===== config.mk =====
export PLATFORM = sky130hd
export DESIGN_NAME = tlu_lut_logic
export DESIGN_NICKNAME = d
export VERILOG_FILES = /design/src/rtl/lut_logic_pkg.sv /design/src/rtl/lut_table_sel.sv /design/src/rtl/lut_bit_array.sv /design/src/rtl/lut_cond_gen.sv /design/src/rtl/tlu_lut_logic.sv
export SDC_FILE = /design/constraint.sdc
export NUM_CORES = 1
export LEC_CHECK = 0
export ABC_CLOCK_PERIOD_IN_PS = 3500
export BUFFER_PORTS_ARGS = -buffer_cell sky130_fd_sc_hd__buf_4
export CAP_MARGIN = 30
export CORE_ASPECT_RATIO = 0.7
export CORE_UTILIZATION = 35
export DETAILED_ROUTE_END_ITERATION = 8
export SLEW_MARGIN = 20
export SYNTH_ARGS = -nofsm -noshare
export SYNTH_HDL_FRONTEND = slang
export SYNTH_SLANG_ARGS = --single-unit
export TNS_END_PERCENT = 10

===== constraint.sdc =====
create_clock -name clk -period 3.5 [get_ports clk]
set_input_delay 0.175 -clock clk [delete_from_list [all_inputs] [get_ports clk]]
set_output_delay 0.175 -clock clk [all_outputs]
set_load 0.005 [all_outputs]

===== src/rtl/lut_logic_pkg.sv =====
// Package: shared types and constants for the truth-table logic unit.
// Assumes an 8-entry table addressed by three operand bits.
package lut_logic_pkg;
    typedef enum logic {
        MODE_TERN = 1'b0,
        MODE_BIN  = 1'b1
    } lut_mode_e;

    localparam int COND_W   = 4;
    localparam int COND_LT  = 3;
    localparam int COND_GT  = 2;
    localparam int COND_EQ  = 1;
endpackage


===== src/rtl/lut_table_sel.sv =====
// Builds the effective 8-entry table. In three-input mode it passes the
// immediate. In two-input mode it repeats the chosen nibble into both halves,
// so the third index bit has no effect. Assumes TBL_W is even.
module lut_table_sel
    import lut_logic_pkg::*;
#(
    parameter int TBL_W = 8
) (
    input  lut_mode_e          mode,
    input  logic [TBL_W-1:0]   tern_imm,
    input  logic [TBL_W-1:0]   bin_tbl,
    input  logic               nib_sel,
    output logic [TBL_W-1:0]   tbl_eff
);
    localparam int HALF = TBL_W / 2;

    logic [HALF-1:0] nib;

    // choose the two-input half-table and form the effective table
    always_comb begin
        nib = nib_sel ? bin_tbl[TBL_W-1:HALF] : bin_tbl[HALF-1:0];
        if (mode == MODE_BIN) tbl_eff = {nib, nib};
        else                  tbl_eff = tern_imm;
    end
endmodule


===== src/rtl/lut_bit_array.sv =====
// One table lookup per bit position. The index is {c, a, b}, with c as the
// most significant bit. The lookups are purely combinational.
module lut_bit_array #(
    parameter int W     = 64,
    parameter int TBL_W = 8
) (
    input  logic [W-1:0]     c,
    input  logic [W-1:0]     a,
    input  logic [W-1:0]     b,
    input  logic [TBL_W-1:0] tbl,
    output logic [W-1:0]     y
);
    localparam int IDX_W = $clog2(TBL_W);

    for (genvar i = 0; i < W; i++) begin : g_bit
        logic [IDX_W-1:0] idx;
        // form the lookup index for this position and read the table
        always_comb begin
            idx  = {c[i], a[i], b[i]};
            y[i] = tbl[idx];
        end
    end
endmodule


===== src/rtl/lut_cond_gen.sv =====
// Condition field from a signed compare of the value against zero.
// Returns all zeros when recording is off.
module lut_cond_gen
    import lut_logic_pkg::*;
#(
    parameter int W = 64
) (
    input  logic              rec_en,
    input  logic [W-1:0]      val,
    output logic [COND_W-1:0] cond
);
    // classify the value as negative, positive or zero
    always_comb begin
        cond = '0;
        if (rec_en) begin
            if (val[W-1])          cond[COND_LT] = 1'b1;
            else if (val == '0)    cond[COND_EQ] = 1'b1;
            else                   cond[COND_GT] = 1'b1;
        end
    end
endmodule


===== src/rtl/tlu_lut_logic.sv =====
// Top level of the truth-table logic unit. It selects the table, evaluates
// every bit, forms the condition field and registers all outputs. Latency is
// one cycle, and the outputs hold while no operation is issued.
// Reset is synchronous and active low.
module tlu_lut_logic
    import lut_logic_pkg::*;
#(
    parameter int W     = 64,
    parameter int TBL_W = 8
) (
    input  logic              clk,
    input  logic              rst_n,
    input  logic              in_valid,
    input  logic              mode,
    input  logic [W-1:0]      op_c,
    input  logic [W-1:0]      op_a,
    input  logic [W-1:0]      op_b,
    input  logic [TBL_W-1:0]  tern_imm,
    input  logic [TBL_W-1:0]  bin_tbl,
    input  logic              nib_sel,
    input  logic              rec_en,
    output logic              out_valid,
    output logic [W-1:0]      result,
    output logic [COND_W-1:0] cond
);
    logic [TBL_W-1:0]  tbl_eff;
    logic [W-1:0]      res_nxt;
    logic [COND_W-1:0] cond_nxt;

    lut_table_sel #(.TBL_W(TBL_W)) u_tsel (
        .mode     (lut_mode_e'(mode)),
        .tern_imm (tern_imm),
        .bin_tbl  (bin_tbl),
        .nib_sel  (nib_sel),
        .tbl_eff  (tbl_eff)
    );

    lut_bit_array #(.W(W), .TBL_W(TBL_W)) u_bits (
        .c   (op_c),
        .a   (op_a),
        .b   (op_b),
        .tbl (tbl_eff),
        .y   (res_nxt)
    );

    lut_cond_gen #(.W(W)) u_cond (
        .rec_en (rec_en),
        .val    (res_nxt),
        .cond   (cond_nxt)
    );

    // delay the valid flag by one cycle
    always_ff @(posedge clk) begin
        if (!rst_n) out_valid <= 1'b0;
        else        out_valid <= in_valid;
    end

    // capture the result and condition field on an issued operation
    always_ff @(posedge clk) begin
        if (!rst_n) begin
            result <= '0;
            cond   <= '0;
        end else if (in_valid) begin
            result <= res_nxt;
            cond   <= cond_nxt;
        end
    end
endmodule


**After elaboration in Yosys (flattened, before gate mapping)**

Cells that the tools add are included.

- Flip-flop bits (word level): 68
- Input bits: 214
- Output and inout bits: 69
- Word-level logic and storage cells: 203

- Magnitude comparators: 64
- Multiplexer cells: 135
- Reductions and logical operators: 1

Operators by type and width:

| operator | number |
|---|---|
| $lt 3x4->1 const B | 64 |
| $bmux 1 s3 | 64 |
| $mux 1 | 67 |
| $logic_not 64->1 | 1 |
| $mux 8 | 1 |
| $mux 4 | 1 |
| $mux 3 | 1 |
| $mux 2 | 1 |

**Depth between registers and ports, before layout**

Gate-level depths: netlist of run 1.

- Word-level depth: 8
- Depth in mapped cells: 13
- Depth with buffers taken out: 8

**Cells and area by module**

Synthesis of run 1 repeated with hierarchy kept, for this count alone.

- Cell total of the unflattened synthesis: 516
- Area total of the unflattened synthesis: 6854.1 um^2

By module, submodules not included:

| module | instances | cells each | area an instance (um^2) | seq. area each (um^2) |
|---|---|---|---|---|
| lut_bit_array | 1 | 246 | 3948.8 | 0.0 |
| tlu_lut_logic | 1 | 221 | 2596.2 | 1381.3 |
| lut_cond_gen | 1 | 26 | 177.7 | 0.0 |
| lut_table_sel | 1 | 23 | 131.4 | 0.0 |

**Worst setup path before layout of run 1**

No wires, ideal clock.

- Path type: input to register
- Start point: input port nib_sel
- End point: register cond[2]
- Setup time: 0.123 ns
- Arrival: 2.513 ns
- Data required time: 3.377 ns
- Path slack: 0.863 ns
- Stages: 10
- Buffers on the path: 2
- Cell sequence: buf_6 mux2_4 clkbuf_2 mux4_1 mux4_2 or3_1 nor4_2 and4_1 a21bo_1 nand3_1

- Longest elaborated chain between the ends: 8

RTL lines:

| what | line | source |
|---|---|---|
| start: declaration | tlu_lut_logic.sv:20 | `input logic nib_sel,` |
| $mux 4 * | lut_table_sel.sv:21 | `nib = nib_sel ? bin_tbl[TBL_W-1:HALF] : bin_tbl[HALF-1:0];` |
| $mux 8 * | lut_table_sel.sv:22 | `if (mode == MODE_BIN) tbl_eff = {nib, nib};` |
| $bmux 1 s3 | lut_bit_array.sv:20 | `y[i] = tbl[idx];` |
| $mux 1 (implied by the code) | lut_bit_array.sv:20 |  |
| $logic_not 64->1 | lut_cond_gen.sv:17 | `else if (val == '0) cond[COND_EQ] = 1'b1;` |
| $mux 1 | lut_cond_gen.sv:17 |  |
| $mux 2 * | lut_cond_gen.sv:16 | `if (val[W-1]) cond[COND_LT] = 1'b1;` |
| $mux 3 * | lut_cond_gen.sv:15 | `if (rec_en) begin` |
| end signal: assignment | tlu_lut_logic.sv:65 | `cond <= cond_nxt;` |
| end: declaration | tlu_lut_logic.sv:24 | `output logic [COND_W-1:0] cond` |

Every way passes the cells marked *; elsewhere a longest branch is shown, timed or not. The select of a mux whose other input is x is not followed.
A chain may end at the register's enable or synchronous reset.

**Worst setup path in the final report of run 1**

- Start point: input port nib_sel
- End point: register cond[1]

The elaborated chain is that of the path after synthesis.

==> results of run 1 <==
[layer usage]
metal	up-vias	track usage, %	wire [um]
li1	3829	-	-
met1	4222	41.8	15500
met2	549	42.8	15000
met3	44	9.19	4320
met4	2	5.05	454
met5	-	0	19
[worst paths after layout]
kind               end  slack (ns)  depth (start not counted)
max            cond[1]        0.28                         10
min            cond[3]        0.14                          3
max reg2reg  result[7]        2.66                          2
min reg2reg    cond[3]        0.48                          2
[worst reg2reg max path, delay by kind of cell, from the launching register on]
family	cells	cell delay (ns)
AND/OR/NAND/NOR	1	0.28
flip-flops	1	0.34
AO/OA/AOI/OAI	1	0.12
[area by class of cell]
cell class	instances	area, um^2
antenna	1	2.50
tap	312	390
sequential	68	1360
clock buffer	9	225
fill	2214	11800
multi-input combinational	658	6270
inverter	24	90.1
timing repair buffer	327	2480
clock inverter	7	75.1
[through the flow]
step | area (um^2) | total power, mW | utilization, % | instances | setup WS, ns
global placement | 10600 | 2.38 | 46.7 | 1387 | 0.0530
CTS | 10900 | 3.34 | 48.0 | 1404 | 0.414
floorplan | 8110 | 1.71 | - | 846 | 0.863
detailed placement | 10600 | 2.40 | 46.7 | 1388 | 0.0448
global route | 10900 | 3.49 | 48.0 | 1405 | 0.218
finish | 10900 | 3.36 | 48.0 | 1406 | 0.281
[cells by family (layout without fill, tap and decap cells)]
| family | Yosys count | after routing |
|---|---|---|
| mux | 209 | 209 |
| compound gates | 171 | 171 |
| flops | 68 | 68 |
| simple gates | 277 | 277 |
| buf+inv | 120 | 367 |
| other cells | 1 | 2 |
[sequential cells by signal, indices dropped and copies added (netlist names)]
signal     flops
out_valid      1
cond           3
result        64
[power groups by stage]
| stage | clock (mW) | sequential [mW] | combinational, mW |
|---|---|---|---|
| after floorplan | 0 | 0.902 | 0.811 |
| after global placement | 0 | 0.909 | 1.47 |
| after global routing | 0.989 | 0.900 | 1.61 |
| after detailed placement | 0 | 0.908 | 1.49 |
| final | 0.947 | 0.893 | 1.52 |
| after CTS | 0.959 | 0.892 | 1.49 |
[synth_stat cells, drive strengths merged, types with 2 or more instances]
cell	number	area, um^2
mux4	104	2350
mux2i	90	908
nor2	88	335
clkbuf	69	260
dfxtp	68	1360
a211oi	38	285
nor2b	37	231
nand2	34	128
a221oi	27	236
buf	27	130
inv	23	86.3
nand2b	23	144
nor4	21	138
or2	20	125
nor3b	18	135
a2111oi	17	155
a21oi	16	80.1
o211a	16	160
mux2	15	184
o21ai	15	86.3
nand3	8	40.0
nor3	7	35.0
o211ai	6	45.0
a21o	5	37.5
nand4	5	31.3
o221ai	5	43.8
a32oi	4	35.0
o22ai	4	25.0
nand3b	3	22.5
or3	3	18.8
a21boi	2	15.0
a221o	2	20.0
a22oi	2	15.0
and2	2	12.5
o2111ai	2	17.5
o311ai	2	17.5
or3b	2	17.5
==> metrics, run 1 <==
initial core utilization=35.8%; Max Fanout on Critical Path=16; Slew HR=37.0%; routability cong.=0.915; final hold vios=0; worst-margin pin slew=0.946 ns; total die area=0.0238 mm^2; post-CTS sizing=0; cell-internal power=2.16 mW; most used cell along the critical path=buf_4; drt via density=6.15; post-synthesis xor/xnor area fraction=0%; Adder-Cell Fraction of Synth Area=0%; hold crit path type=primary input to flop; crit-path cells=buf_4 > mux2i_2 > a21o_1 > buf_4 > mux4_2 > o211ai_1 > nor4_2 > and4_1 > nand3_1 > o21ai_1; Root Buffer Master=clkbuf_16; Final Skew=0 ns; final setup fails=0; DRT Pass-1 Iters=5; Hold Crit Start=rec_en; sw power=1.19 mW; die span in x=184 um; Synth cell types=66; Crit path largest cell delay=0.71 ns; reg2reg start=result[7]; Syn-to-layout area delta=34.4%; Post-synth EDFFs=0; global-route wire length before repair=51300 um; number of synthesized register bits=68; main combinational cell family by area after synthesis=multiplexers; GRT Total Usage=29.0%; Hold WS=0.142 ns; post-CTS setup buffers=0; Vias=8646; Post-DRT Antenna Nets=0; CTS Buf Count=9; chip height=129 um; # nets final=1302; Worst EP required=3.77 ns; synthesized cell area=0.00811 mm^2; DRT iter0 DRCs=870; Synth Area in Simple Gates=18.1%; cell family with most CP delay=simple AND/OR/NAND/NOR gates; clk_lat worst skew=0.34 ns; # DRC=0; CTS tree=yes; initial antenna violation count=1; CP startpoint kind=primary input; Routed WL per cell=25.1 um; Sink Count=68; buffer levels on the longest clock path=2; critical path class=primary input to flop; Pwr Density=308 mW/mm^2; Total Negative Setup Slacks=0 ns; CP endpoint kind=flop; routed wire length=35300 um; logic gate share of total power=45.2%; largest net degree at the start of global routing=68; Clk pin slew, worst setup/hold paths=0.06 ns; CP arrival=3.49 ns; syn_area_per_cell=9.58 um^2; synth warn=0; Final period util=92.0%; fin. max-slew vios=0; crit path launch=nib_sel; Clk pwr share=28.2%; asr flop ratio synth=0%; PortBufs=281; DPL Wire Length=27100 um; buffer and inverter count on the worst path=2; Switching Fraction=35.6%; IO Count=283; fmax=311 MHz; Core ar.=0.0227 mm^2; GR Overflow Total=0; sequential power share=26.6%; Primary FF master, synth=dfxtp_1; Max-Cap Viols=0; sequential area share after synthesis=16.8%; share of layout cells above drive strength 1=44.8%; unrepaired setup endpoints after global routing=false; status=finished, final reports clean; number of H-tree levels=3; Rows=46; # hold bufs at CTS=0; peak supply drop=0.248 mV; most frequent cells in the layout=324 x buf_4, 102 x mux4_2, 88 x mux2i_1; commonest non-fill, non-tap cell in the layout=buf_4; synthesized instance count=846; Pleak=4.66 nW; post-synthesis mux area share=42.5%; synthesized net count=1060; cell with the largest stage delay on the worst path=nor4_2; Final min period=3.22 ns; Synth Area in Compound Gates=16.7%; vias in the first global route=7989
No activity file was read; power rests on OpenSTA's default activity.
==> run 2, diff against run 1 <==
--- a/config.mk
+++ b/config.mk
@@ -11,6 +11,7 @@
 export CORE_ASPECT_RATIO = 0.7
 export CORE_UTILIZATION = 35
 export DETAILED_ROUTE_END_ITERATION = 8
+export PLACE_DENSITY = 0.69
 export SLEW_MARGIN = 20
 export SYNTH_ARGS = -nofsm -noshare
 export SYNTH_HDL_FRONTEND = slang
==> run 2 against run 1 <==
- total power up 2.4%
- die area did not move
- critical path depth did not move
- cell count is 0.14% higher
- cell area grew 0.28%
- register-to-register slack improved by 0.02 ns
- first-iteration DRC count down 2.5%
- worst setup slack improved by 0.19 ns
- sequential power hardly changed
- critical endpoint is now cond[2]
==> metrics, run 2 (synthesis results as in run 1) <==
FILL cells=2222 (+0.36%); final setup fails=0 (unchanged); # hold bufs at CTS=0 (unchanged); Clk pwr share=29.9% (+1.7 points); Largest Register=result; commonest non-fill, non-tap cell in the layout=buf_4; fin. max-slew vios=0 (unchanged); Final min period=3.03 ns (-0.190 ns); Max-Cap Viols=0 (unchanged); CP arrival=3.26 ns (-0.23 ns); buffer levels on the longest clock path=2 (unchanged); # DRC=0 (unchanged); routability cong.=0.922 (+0.78%); cell family with most CP delay=simple AND/OR/NAND/NOR gates; IO Count=283 (unchanged); Final period util=86.6% (-5.4 points); buffer and inverter count on the worst path=2 (unchanged); Slew HR=37.6% (+0.67 points); final hold vios=0 (unchanged); total die area=0.0238 mm^2 (unchanged); hold crit path type=primary input to flop; Crit path largest cell delay=0.50 ns (-0.21 ns); cell with the largest stage delay on the worst path=or3_1; drt via density=6.18 (+0.45%); DRT Pass-1 Iters=4 (-1); Core ar.=0.0227 mm^2 (unchanged); CTS tree=yes; Final Skew=0 ns (unchanged); initial antenna violation count=3 (+2); sequential power share=25.9% (-0.7 points); initial core utilization=35.8% (unchanged); Layout Utilization=48.2% (+0.13 points); Routed WL per cell=24.8 um (-0.98%); Syn-to-layout area delta=34.7%; status=finished, final reports clean; DRT iter0 DRCs=848 (-2.5%); Sink Count=68 (unchanged); chip height=129 um (unchanged); GRT Total Usage=29.0% (about the same); area occupied by multi-input gates=0.00627 mm^2 (unchanged); number of H-tree levels=3 (unchanged); GR Overflow Total=0 (unchanged); unrepaired setup endpoints after global routing=false; largest net degree at the start of global routing=69 (+1.5%); CP endpoint kind=flop; Pwr Density=315 mW/mm^2 (+2.1%); dpl cells=1391 (+0.22%); most frequent cells in the layout=328 x buf_4, 102 x mux4_2, 88 x mux2i_1; Post-DRT Antenna Nets=0 (unchanged); CP startpoint kind=primary input; post-CTS sizing=0 (unchanged); clk_lat worst skew=0.34 ns (about the same); Rows=46 (unchanged); Max Fanout on Critical Path=10 (-6); Worst EP required=3.73 ns (-0.04 ns); die span in x=184 um (unchanged); Clk pin slew, worst setup/hold paths=0.06 ns (about the same); fmax=330 MHz (+6.3%); vias in the first global route=8096 (+1.3%); Vias=8697 (+0.59%); # nets final=1304 (+0.15%); global-route wire length before repair=51600 um (+0.48%); peak supply drop=0.226 mV (-8.9%); logic gate share of total power=44.1% (-1.1 points); most used cell along the critical path=buf_4; sw power=1.20 mW (+0.39%); Seq. cell area=0.00136 mm^2 (unchanged); Total Negative Setup Slacks=0 ns (unchanged); share of layout cells above drive strength 1=45.0% (+0.19 points); CTS Buf Count=9 (unchanged); Root Buffer Master=clkbuf_16; Largest regs=result: 64 flops, cond: 3 flops, out_valid: 1 flops; crit-path cells=buf_4 > mux2i_2 > buf_4 > nand2_1 > a22o_1 > or3_1 > nor4_1 > and4_1 > a21bo_1 > nand3_1; Pleak=4.68 nW (+0.34%); critical path class=primary input to flop; cell-internal power=2.24 mW (+3.5%); PortBufs=281 (unchanged); post-CTS setup buffers=0 (unchanged); worst-margin pin slew=0.935 ns (-0.0101 ns); Largest register FFs=64 (unchanged); DPL Wire Length=26600 um (-1.8%); routed wire length=35000 um (-0.84%); fin cells=1408 (+0.14%); Switching Fraction=34.9% (-0.70 points)
run 2: final timing paths:
kind | start | to | slack (ns) | depth (start not counted)
hold reg to reg | cond[1] | cond[1] | 0.45 | 2
setup / recovery | nib_sel | cond[2] | 0.47 | 10
hold / removal | in_valid | out_valid | 0.12 | 2
setup reg to reg | result[16] | result[16] | 2.68 | 2
run 2: cell type report:
cell class / instances / area share [%]
antenna: 1 / 0.0229
clock buffer: 9 / 2.06
clock inverter: 7 / 0.905
inverter: 24 / 0.825
multi-input combinational: 658 / 57.4
sequential: 68 / 12.5
tap: 312 / 3.57
timing repair buffer: 329 / 22.7
run 2: power by group through the flow:
stage / logic [mW] / clock network [mW] / registers (mW)
floorplan: 0.811 / 0 / 0.902
global placement: 1.47 / 0 / 0.906
detailed placement: 1.49 / 0 / 0.907
CTS: 1.49 / 1.05 / 0.890
global route: 1.61 / 1.07 / 0.898
finish: 1.52 / 1.03 / 0.891
run 2: routing by layer:
layer / vias to the layer above / routed length, um / track usage [%]
li1: 3831 / - / -
met1: 4254 / 15200 / 41.8
met3: 61 / 4060 / 7.79
met2: 549 / 14800 / 42.2
met4: 2 / 874 / 8.48
met5: - / 13 / 0
run 2: metrics by stage:
stage / total power [mW] / hold WS, ns / worst slack [ns] / cell area [um^2]
6_report: 3.44 / 0.125 / 0.471 / 10900
3_3_place_gp: 2.38 / 0.452 / 0.184 / 10600
3_5_place_dp: 2.40 / 0.449 / 0.241 / 10600
5_1_grt: 3.58 / 0.132 / 0.334 / 10900
2_1_floorplan: 1.71 / 0.325 / 0.863 / 8110
4_1_cts: 3.43 / 0.111 / 0.597 / 10900
